===== config.mk =====
export PLATFORM = sky130hd
export DESIGN_NAME = rtc_trim_counter
export DESIGN_NICKNAME = d
export VERILOG_FILES = /design/src/rtl/rtc_pkg.sv /design/src/rtl/rtc_prediv.sv /design/src/rtl/rtc_seconds.sv /design/src/rtl/rtc_events.sv /design/src/rtl/rtc_trim_counter.sv
export SDC_FILE = /design/constraint.sdc
export NUM_CORES = 1
export LEC_CHECK = 0
export BUFFER_PORTS_ARGS = -buffer_cell sky130_fd_sc_hd__buf_2
export CORE_AREA = 3 3 164 86
export CTS_CLUSTER_DIAMETER = 80
export DETAILED_ROUTE_END_ITERATION = 6
export DIE_AREA = 0 0 167 89
export PLACE_DENSITY = 0.72
export RECOVER_POWER = 50
export SYNTH_ARGS = -nofsm -noshare
export SYNTH_HDL_FRONTEND = slang
export SYNTH_SLANG_ARGS = --single-unit

===== constraint.sdc =====
create_clock -name clk -period 6.98 [get_ports clk]
set_input_delay 1.396 -clock clk [delete_from_list [all_inputs] [get_ports clk]]
set_output_delay 1.396 -clock clk [all_outputs]
set_load 0.05 [all_outputs]

===== src/rtl/rtc_pkg.sv =====
package rtc_pkg;
  localparam int NUM_EV   = 2;
  localparam int EV_MATCH0 = 0;
  localparam int EV_MATCH1 = 1;
  typedef logic [NUM_EV-1:0] ev_vec_t;
endpackage


===== src/rtl/rtc_prediv.sv =====
module rtc_prediv #(
  parameter int SUB_W      = 15,
  parameter int TRIM_W     = SUB_W + 1,
  parameter int TRIM_EVERY = 64
) (
  input  logic              clk,
  input  logic              rst_n,
  input  logic              step,
  input  logic              restart,
  input  logic [TRIM_W-1:0] trim,
  output logic [TRIM_W-1:0] cnt_q,
  output logic [TRIM_W-1:0] cnt_next,
  output logic              sec_tick
);
  localparam int EP_W = (TRIM_EVERY > 1) ? $clog2(TRIM_EVERY) : 1;
  localparam logic [TRIM_W-1:0] NOMINAL = TRIM_W'((1 << SUB_W) - 1);
  localparam logic [EP_W-1:0]   EP_LAST = EP_W'(TRIM_EVERY - 1);

  logic [EP_W-1:0]   epoch_q, epoch_next;
  logic [TRIM_W-1:0] limit;
  logic              at_end;

  // The trimmed second is the last one of each epoch.
  assign limit  = (epoch_q == EP_LAST) ? trim : NOMINAL;
  // >= so that a trim lowered below the running count still ends the second.
  assign at_end = (cnt_q >= limit);

  assign sec_tick = step && at_end && !restart;

  always_comb begin
    cnt_next   = cnt_q;
    epoch_next = epoch_q;
    if (restart) begin
      cnt_next   = '0;
      epoch_next = '0;
    end else if (step) begin
      if (at_end) begin
        cnt_next   = '0;
        epoch_next = (epoch_q == EP_LAST) ? '0 : epoch_q + 1'b1;
      end else begin
        cnt_next = cnt_q + 1'b1;
      end
    end
  end

  always_ff @(posedge clk or negedge rst_n) begin
    if (!rst_n) begin
      cnt_q   <= '0;
      epoch_q <= '0;
    end else begin
      cnt_q   <= cnt_next;
      epoch_q <= epoch_next;
    end
  end

  AST_SUB_FROZEN: assert property (@(posedge clk) disable iff (!rst_n)
    (!step && !restart) |=> $stable(cnt_q));
  AST_RESTART_CLEARS: assert property (@(posedge clk) disable iff (!rst_n)
    restart |=> (cnt_q == '0 && epoch_q == '0));
  AST_STEP_ADVANCES: assert property (@(posedge clk) disable iff (!rst_n)
    (step && !restart && !at_end) |=> (cnt_q == $past(cnt_q) + 1'b1));
endmodule


===== src/rtl/rtc_seconds.sv =====
module rtc_seconds #(
  parameter int SEC_W = 32
) (
  input  logic             clk,
  input  logic             rst_n,
  input  logic             load,
  input  logic [SEC_W-1:0] load_value,
  input  logic             sec_tick,
  output logic [SEC_W-1:0] sec_q,
  output logic [SEC_W-1:0] sec_next
);
  always_comb begin
    if (load)          sec_next = load_value;
    else if (sec_tick) sec_next = sec_q + 1'b1;
    else               sec_next = sec_q;
  end

  always_ff @(posedge clk or negedge rst_n) begin
    if (!rst_n) sec_q <= '0;
    else        sec_q <= sec_next;
  end

  AST_SEC_LOAD: assert property (@(posedge clk) disable iff (!rst_n)
    load |=> (sec_q == $past(load_value)));
  AST_SEC_INCR: assert property (@(posedge clk) disable iff (!rst_n)
    (sec_tick && !load) |=> (sec_q == $past(sec_q) + 1'b1));
  AST_SEC_HOLD: assert property (@(posedge clk) disable iff (!rst_n)
    (!sec_tick && !load) |=> $stable(sec_q));
endmodule


===== src/rtl/rtc_events.sv =====
module rtc_events
  import rtc_pkg::*;
#(
  parameter int SEC_W  = 32,
  parameter int SUB_W  = 15,
  parameter int TRIM_W = SUB_W + 1
) (
  input  logic              clk,
  input  logic              rst_n,
  input  logic              any_adv,
  input  logic              sec_adv,
  input  logic [SEC_W-1:0]  sec_next,
  input  logic [TRIM_W-1:0] cnt_next,
  input  logic [SEC_W-1:0]  m0_sec,
  input  logic [SUB_W-1:0]  m0_sub,
  input  logic [SEC_W-1:0]  m1_sec,
  input  ev_vec_t           clr,
  input  ev_vec_t           mask,
  output ev_vec_t           raw,
  output ev_vec_t           masked
);
  ev_vec_t hit;

  // Events fire only on the edge where the counters move into the match state.
  assign hit[EV_MATCH0] = any_adv && (sec_next == m0_sec) &&
                          (cnt_next == TRIM_W'(m0_sub));
  assign hit[EV_MATCH1] = sec_adv && (sec_next == m1_sec);

  for (genvar i = 0; i < NUM_EV; i++) begin : g_stat
    always_ff @(posedge clk or negedge rst_n) begin
      if (!rst_n)      raw[i] <= 1'b0;
      else if (hit[i]) raw[i] <= 1'b1;
      else if (clr[i]) raw[i] <= 1'b0;
    end
  end

  assign masked = raw & mask;

  AST_HIT_LATCHES: assert property (@(posedge clk) disable iff (!rst_n)
    (|hit) |=> ((raw & $past(hit)) == $past(hit)));
  AST_CLEAR_W1C: assert property (@(posedge clk) disable iff (!rst_n)
    (|(clr & ~hit)) |=> ((raw & $past(clr & ~hit)) == '0));
  AST_RAW_STICKY: assert property (@(posedge clk) disable iff (!rst_n)
    (clr == '0) |=> ((raw & $past(raw)) == $past(raw)));
endmodule


===== src/rtl/rtc_trim_counter.sv =====
module rtc_trim_counter
  import rtc_pkg::*;
#(
  parameter int SEC_W      = 32,
  parameter int SUB_W      = 15,
  parameter int TRIM_W     = SUB_W + 1,
  parameter int TRIM_EVERY = 64
) (
  input  logic              clk,
  input  logic              rst_n,
  input  logic              osc_tick,
  input  logic              run_en,
  input  logic              load_strobe,
  input  logic [SEC_W-1:0]  load_value,
  input  logic [TRIM_W-1:0] trim_value,
  input  logic [SEC_W-1:0]  match0_sec,
  input  logic [SUB_W-1:0]  match0_sub,
  input  logic [SEC_W-1:0]  match1_sec,
  input  logic [1:0]        irq_mask,
  input  logic [1:0]        status_clr,
  output logic [SEC_W-1:0]  sec_count,
  output logic [TRIM_W-1:0] sub_count,
  output logic [1:0]        raw_status,
  output logic [1:0]        masked_status,
  output logic              irq
);
  logic              step;
  logic              sec_tick;
  logic [TRIM_W-1:0] cnt_next;
  logic [SEC_W-1:0]  sec_next;
  ev_vec_t           raw_w, masked_w;

  assign step = osc_tick && run_en;

  rtc_prediv #(.SUB_W(SUB_W), .TRIM_W(TRIM_W), .TRIM_EVERY(TRIM_EVERY)) u_prediv (
    .clk      (clk),
    .rst_n    (rst_n),
    .step     (step),
    .restart  (load_strobe),
    .trim     (trim_value),
    .cnt_q    (sub_count),
    .cnt_next (cnt_next),
    .sec_tick (sec_tick)
  );

  rtc_seconds #(.SEC_W(SEC_W)) u_seconds (
    .clk        (clk),
    .rst_n      (rst_n),
    .load       (load_strobe),
    .load_value (load_value),
    .sec_tick   (sec_tick),
    .sec_q      (sec_count),
    .sec_next   (sec_next)
  );

  rtc_events #(.SEC_W(SEC_W), .SUB_W(SUB_W), .TRIM_W(TRIM_W)) u_events (
    .clk      (clk),
    .rst_n    (rst_n),
    .any_adv  (step || load_strobe),
    .sec_adv  (sec_tick || load_strobe),
    .sec_next (sec_next),
    .cnt_next (cnt_next),
    .m0_sec   (match0_sec),
    .m0_sub   (match0_sub),
    .m1_sec   (match1_sec),
    .clr      (status_clr),
    .mask     (irq_mask),
    .raw      (raw_w),
    .masked   (masked_w)
  );

  assign raw_status    = raw_w;
  assign masked_status = masked_w;
  assign irq           = |masked_w;

  AST_SEC_ONLY_ON_WRAP: assert property (@(posedge clk) disable iff (!rst_n)
    (!load_strobe && (sec_count != $past(sec_count))) |-> (sub_count == '0));
  AST_IRQ_MASKED: assert property (@(posedge clk) disable iff (!rst_n)
    irq |-> ((raw_status & irq_mask) != 2'b00));
endmodule


=== Yosys cells after proc, flatten, opt, wreduce, memory -nomap -nowiden ===
Index checks and enable logic that the tools add are counted.

* Latch bits: 0
* Memory bits (read-only): 0
* Memories: 0
* RAM bits: 0
* Register bits: 56
* Word-level logic and storage cells: 43

* Div/mod/pow operators: 0
* Reductions and logical operators: 15
* Bitwise gates (word level): 1
* Equality and inequality tests: 4
* Multiplexer cells: 14
* $mul: 0
* $lt $le $gt $ge: 1
* $add $sub $neg: 3
* Shifts and indexed selects: 0

{| class="wikitable"
|+ Operators with widths
! cell !! number
|-
| equality test 32 bit || 2
|-
| two-way mux 16 bit || 4
|-
| two-way mux 32 bit || 2
|-
| adder 32 x 1 -> 32 bit (second input constant) || 1
|-
| two-way mux 6 bit || 4
|-
| adder 16 x 1 -> 16 bit (second input constant) || 1
|-
| equality test 16 x 15 -> 1 bit || 1
|-
| greater-or-equal comparator 16 bit || 1
|-
| nonzero test 2 bit || 4
|-
| adder 6 x 1 -> 6 bit (second input constant) || 1
|-
| equality test 6 bit (second input constant) || 1
|-
| logical AND 1 bit || 6
|-
| two-way mux 1 bit || 4
|-
| AND 2 bit || 1
|-
| logical OR 1 bit || 2
|-
| AND reduction 2 bit || 1
|-
| OR reduction 2 bit || 1
|-
| zero test 1 bit || 1
|}

=== Logic depth before layout (Yosys ltp) ===
* Depth after elaboration: 11
* Mapped depth: 19

=== Modules after synthesis ===
A second synthesis with hierarchy kept.

* Cells, all modules: 504
* Area total of the unflattened synthesis: 4396.7 sq um

{| class="wikitable"
|+ By module, submodules not included
! module !! sequential area each (sq um) !! instances !! cells each !! area an instance (sq um)
|-
| rtc_seconds || 800.8 || 1 || 210 || 1859.3
|-
| rtc_prediv || 550.5 || 1 || 176 || 1569.0
|-
| rtc_events || 50.0 || 1 || 114 || 942.2
|-
| rtc_trim_counter || 0.0 || 1 || 4 || 26.3
|}

=== Least setup slack after synthesis ===
No wires, ideal clock.

* Path type: input -> register
* Start: in trim_value[0]
* End: reg u_events.raw[1]
* Library setup time: 0.101 ns
* Stages on the path: 13
* Arrival time: 4.531 ns
* Slack: 2.348 ns
* Data required time: 6.879 ns
* Path buffers: 1
* Cells stage by stage: or3_1 -> ha_1 -> nand2b_1 -> a2111o_1 -> a41oi_4 -> buf_6 -> a21oi_2 -> and2_4 -> xnor2_1 -> a211o_1 -> a2111oi_2 -> nand4_1 -> o32ai_1

* Word-level cells in the longest chain between the ends: 9
* Elaborated cells on any way between the ends: 11
* Those cells by class: order compare: 1; eq/ne: 1; mux: 4; reduce/logical: 5

{| class="wikitable"
|+ RTL lines
! element !! line !! RTL
|-
| start: declaration || rtc_trim_counter.sv:15 || <nowiki>input logic [TRIM_W-1:0] trim_value,</nowiki>
|-
| two-way mux 16 bit * || rtc_prediv.sv:24 || <nowiki>assign limit = (epoch_q == EP_LAST) ? trim : NOMINAL;</nowiki>
|-
| greater-or-equal comparator 16 bit * || rtc_prediv.sv:26 || <nowiki>assign at_end = (cnt_q >= limit);</nowiki>
|-
| logical AND 1 bit * (2 in series) || rtc_prediv.sv:28 || <nowiki>assign sec_tick = step && at_end && !restart;</nowiki>
|-
| two-way mux 32 bit || rtc_seconds.sv:14 || <nowiki>else if (sec_tick) sec_next = sec_q + 1'b1;</nowiki>
|-
| two-way mux 32 bit || rtc_seconds.sv:13 || <nowiki>if (load) sec_next = load_value;</nowiki>
|-
| equality test 32 bit || rtc_events.sv:27 || <nowiki>assign hit[EV_MATCH1] = sec_adv && (sec_next == m1_sec);</nowiki>
|-
| logical AND 1 bit * || rtc_events.sv:27 ||
|-
| two-way mux 1 bit / nonzero test 2 bit (equally long branches) || -- ||
|-
| end signal: indexed assignment || rtc_events.sv:31 || <nowiki>if (!rst_n) raw[i] <= 1'b0;</nowiki>
|-
| end signal: indexed assignment || rtc_events.sv:32 || <nowiki>else if (hit[i]) raw[i] <= 1'b1;</nowiki>
|-
| end signal: indexed assignment || rtc_events.sv:33 || <nowiki>else if (clr[i]) raw[i] <= 1'b0;</nowiki>
|-
| end: declaration || rtc_events.sv:19 || <nowiki>output ev_vec_t raw,</nowiki>
|}

Mark *: on every way between the ends. The rest lies on a longest branch, timed or not.
A chain may end at the register's enable or synchronous reset.

=== Final worst setup path ===
Ends and elaborated chain as after synthesis.

==> summary.md <==
| Metric | Value |
|---|---|
| Vias | `6059` |
| Max incr delay on CP | `around 930 ps` |
| Max_slew headroom | `-122%` |
| LEAKAGE | `2.90 nW` |
| Max-slew violations | `between 50 and 60` |
| PwrDens | `143 mW/mm^2` |
| Clock root buffer | `clkbuf_16` |
| Sw Ratio | `around 40%` |
| Status | `finished with violations` |
| Combinational power share | `~34%` |
| Hold_ws | `between 500 and 600 ps` |
| Core ar. | `~0.013 sq mm` |
| Fin. Hold Viols | `0` |
| Die height | `a little under 90 um` |
| RSZ-0062 raised after global routing | `false` |
| FMAX | `around 180 MHz` |
| CTS Hold Bufs | `0` |
| Mapped cell area | `approximately 0.0057 sq mm` |
| Post-synthesis sequential area ratio | `about 24%` |
| Final setup fails | `0` |
| Worst-margin pin slew | `about 3300 ps` |
| Worst setup path start | `trim_value[0]` |
| Die Area | `between 0.01 and 0.015 sq mm` |
| Syn avg cell area | `roughly 8 sq um` |
| Non-filler cells, final | `1044` |
| Pin count of the biggest net entering global routing | `60` |
| CP arrival | `between 5000 and 6000 ps` |
| Placed Instance Area | `around 0.0068 sq mm` |
| Layout cells sized above 1 | `between 20% and 30%` |
| VDD IR-drop max | `between 0.08 and 0.09 mV` |
| Drt pass-1 iters | `5` |
| Post-route ant nets | `0` |
| Final Net Count | `1028` |
| Synth async-reset ratio | `between 90% and 100%` |
| Routed len/inst | `between 20 and 25 um` |
| Critical path depth | `13` |
| Syn nets | `about 860` |
| Internal power | `just under 600 uW` |
| Placed Cells | `~1000` |
| EDFF count, synth | `0` |
| Synth Area in Simple Gates | `about a quarter` |
| CP Capture Point | `u_events.raw[1]` |
| P_sw | `395 uW` |
| DRC | `0` |
| GRT Util Overall | `27.8%` |
| Drt total wl | `between 20 and 25 mm` |
| Setup TNS | `0 ps` |
| Adder-cell share of the synthesized area | `roughly 4.1%` |
| Min-Delay Path Class | `reg -> reg` |
| Vias in the first global route | `about 5800` |
| Sequential Power Share | `around 38%` |
| Initial detailed-routing violation count | `~500` |
| Post-Syn Instances | `702` |
| CTS buffer count | `5` |
| Total of max-cap violations | `1` |
| Global-route wire length before repair | `approximately 32 mm` |
| Final Cell Area | `0.00690 sq mm` |
| R2R depth | `16` |
| Cell variety after synth | `slightly below 80` |
| Clk_lat worst skew | `just over 300 ps` |
| Failing checks | `capacitance limit, slew limit` |
| Number of port buffers | `188` |
| Main synth FF type | `dfrtp_1` |
| CTS clk-pin slew, worst paths | `about 90 ps` |
| Starting Density | `about 45%` |
| Compound-Gate Fraction of Synth Area | `19.6%` |
| Worst R2R End | `u_events.raw[0]` |
| Antenna cell count | `0` |
| Max Root-Sink Buffers | `2` |
| Startpoint Class | `input port` |
| CP required | `7190 ps` |
| Routability Congestion | `0.984` |
| Pre-CTS WS | `1120 ps` |
| Congestion Overflow GR | `0` |
| DP Wirelength | `approximately 17 mm` |
| Boundary pin count | `about 190` |
| Mux cell area share after synthesis | `2.51%` |
| Setup WS post-layout | `between 1000 and 1500 ps` |
| Initial antenna violation count | `0` |
| Worst flop-to-flop path startpoint | `u_prediv.epoch_q[0]` |
| Post_cts resized | `0` |
| Reg2Reg Setup Slack | `about 1600 ps` |
| Number of cell rows | `29` |
| Crit-path cells | `buf_2, or3_1, ha_1, nand2b_1, a2111o_1, a41oi_4, a21oi_2, and2_4, xnor2_1, a211o_1, a2111oi_2, nand4_1, o32ai_1` |
| Drt via density | `5.80` |
| Fraction of synthesized cell area in xor and xnor cells | `about a fifth` |
| Die width | `approximately 170 um` |
| Fin Clk Skew | `~7.3 ps` |
| Largest delay contributor family on the critical path | `compound AO/OA/AOI/OAI gates` |
| WS Path Type | `in -> reg` |
| Tcrit/Tclk final | `80.4%` |
| H-Tree Depth | `2` |
| CTS tree | `done` |
| CP max stage cell | `a41oi_4` |
| Critical Path Sink Type | `register` |
| Crit path buf inv count | `1` |
| Synthesis Warnings | `0` |
| #FFs+latches synth | `56` |
| Main combinational cell family by area after synthesis | `simple AND/OR/NAND/NOR gates` |
| CTS sink cnt | `56` |
| Setup bufs post-CTS | `0` |
| Clock power frac | `28.3%` |
| Crit-path max FO | `25` |
| Min cycle time layout | `5610 ps` |
| Area grow syn2layout | `20.5%` |
-- synth_stat cells, types with 3 or more instances --
cell type  number  area, sq um
a2111oi_0       4         35.0
a2111oi_2       4         60.1
a211o_1         6         52.6
a211oi_1       12         90.1
a21oi_1        31          155
a311oi_1        3         26.3
a31oi_1         5         31.3
a32oi_1         3         26.3
and2_1          6         37.5
and3_1         11         68.8
buf_2           4         20.0
clkbuf_1       20         75.1
dfrtp_1        56         1400
ha_1           19          238
inv_1          25         93.8
mux2_2         10          113
nand2_1        66          248
nand3_1        24          120
nand4_1        22          138
nor2_1         71          267
nor2b_1         3         18.8
nor3_1         19         95.1
nor3b_1         6         45.0
nor4_1         11         68.8
o211ai_1        5         37.5
o21ai_0        31          155
o21ai_1         4         20.0
o22ai_1         9         56.3
or2_2           3         18.8
or3_1           4         25.0
or4_1           4         30.0
xnor2_1        84          736
xor2_1         56          490
-- placed cells by master, fill, tap and decap left out, drive strengths merged, types with 4 or more instances in the layout --
master,n
a211oi,15
a2111oi,9
nand3,25
nor3b,6
mux2,11
and3,11
nand4,24
nor3,20
or3,4
and2,8
xnor2,84
nand2,67
ha,19
o21ai,35
nor2,71
buf,165
or4,4
nor4,12
a31oi,5
a21oi,34
clkbuf,32
o22ai,9
o211ai,5
dfrtp,56
xor2,56
a211o,6
inv,27
-- stage by stage --
| step | util (%) | total power [mW] |
|---|---|---|
| 2_1_floorplan | - | 0.576 |
| 3_3_place_gp | 53.6 | 0.711 |
| 3_5_place_dp | 53.6 | 0.713 |
| 4_1_cts | 54.8 | 0.990 |
| 5_1_grt | 54.5 | 1.03 |
| 6_report | 54.5 | 0.990 |
-- kinds of logic (layout without fill, tap and decap cells) --
kind of cell | after synthesis | in the layout
buffers and inverters | 53 | 225
AO/OA/AOI/OAI | 151 | 151
AND/OR/NAND/NOR | 270 | 270
XOR/XNOR | 140 | 140
multiplexers | 13 | 13
flip-flops | 56 | 56
adder cells (fa/ha/maj) | 19 | 19
-- area by class of cell --
type | instances | area (sq um)
fillers | 1254 | 5760
well taps | 170 | 213
clock inverters | 3 | 25.0
clock buffers | 5 | 125
multi-input cells | 593 | 4110
flip-flops and latches | 56 | 1400
repair buffers | 192 | 935
inverters | 25 | 93.8
-- registers in the layout (all words and copies together), names as in the netlist --
name and count:
u_events.raw 2, u_prediv.epoch_q 6, u_prediv.cnt_q 16, u_seconds.sec_q 32
-- worst min-delay path by stage --
| stage | start | endpoint | slack, ps | depth (start not counted) |
|---|---|---|---|---|
| 6_report | u_prediv.epoch_q[5] | u_prediv.epoch_q[5] | 520 | 1 |
| 5_1_grt | u_prediv.epoch_q[5] | u_prediv.epoch_q[5] | 520 | 1 |
| 4_1_cts | u_prediv.epoch_q[5] | u_prediv.epoch_q[5] | 510 | 1 |
| 3_5_place_dp | u_prediv.epoch_q[5] | u_prediv.epoch_q[5] | 500 | 1 |
| 3_3_place_gp | u_prediv.epoch_q[5] | u_prediv.epoch_q[5] | 490 | 1 |
| 2_1_floorplan | u_prediv.epoch_q[5] | u_prediv.epoch_q[5] | 460 | 1 |
-- layer usage --
layer  wire [um]  track usage (%)  vias to the layer above
met4         331             6.21                        0
met1        9860             39.5                     2894
met3        1640             4.99                       27
met2        9580             44.7                      266
li1            -                -                     2872
met5           0                0                        -
-- power by group through the flow --
stage	clock [mW]	sequential (mW)	combinational, mW
2_1_floorplan	0	0.431	0.145
3_3_place_gp	0	0.380	0.331
3_5_place_dp	0	0.380	0.333
4_1_cts	0.282	0.374	0.335
5_1_grt	0.295	0.378	0.357
6_report	0.281	0.375	0.335
Note: power is estimated with default switching activity, not from simulation.
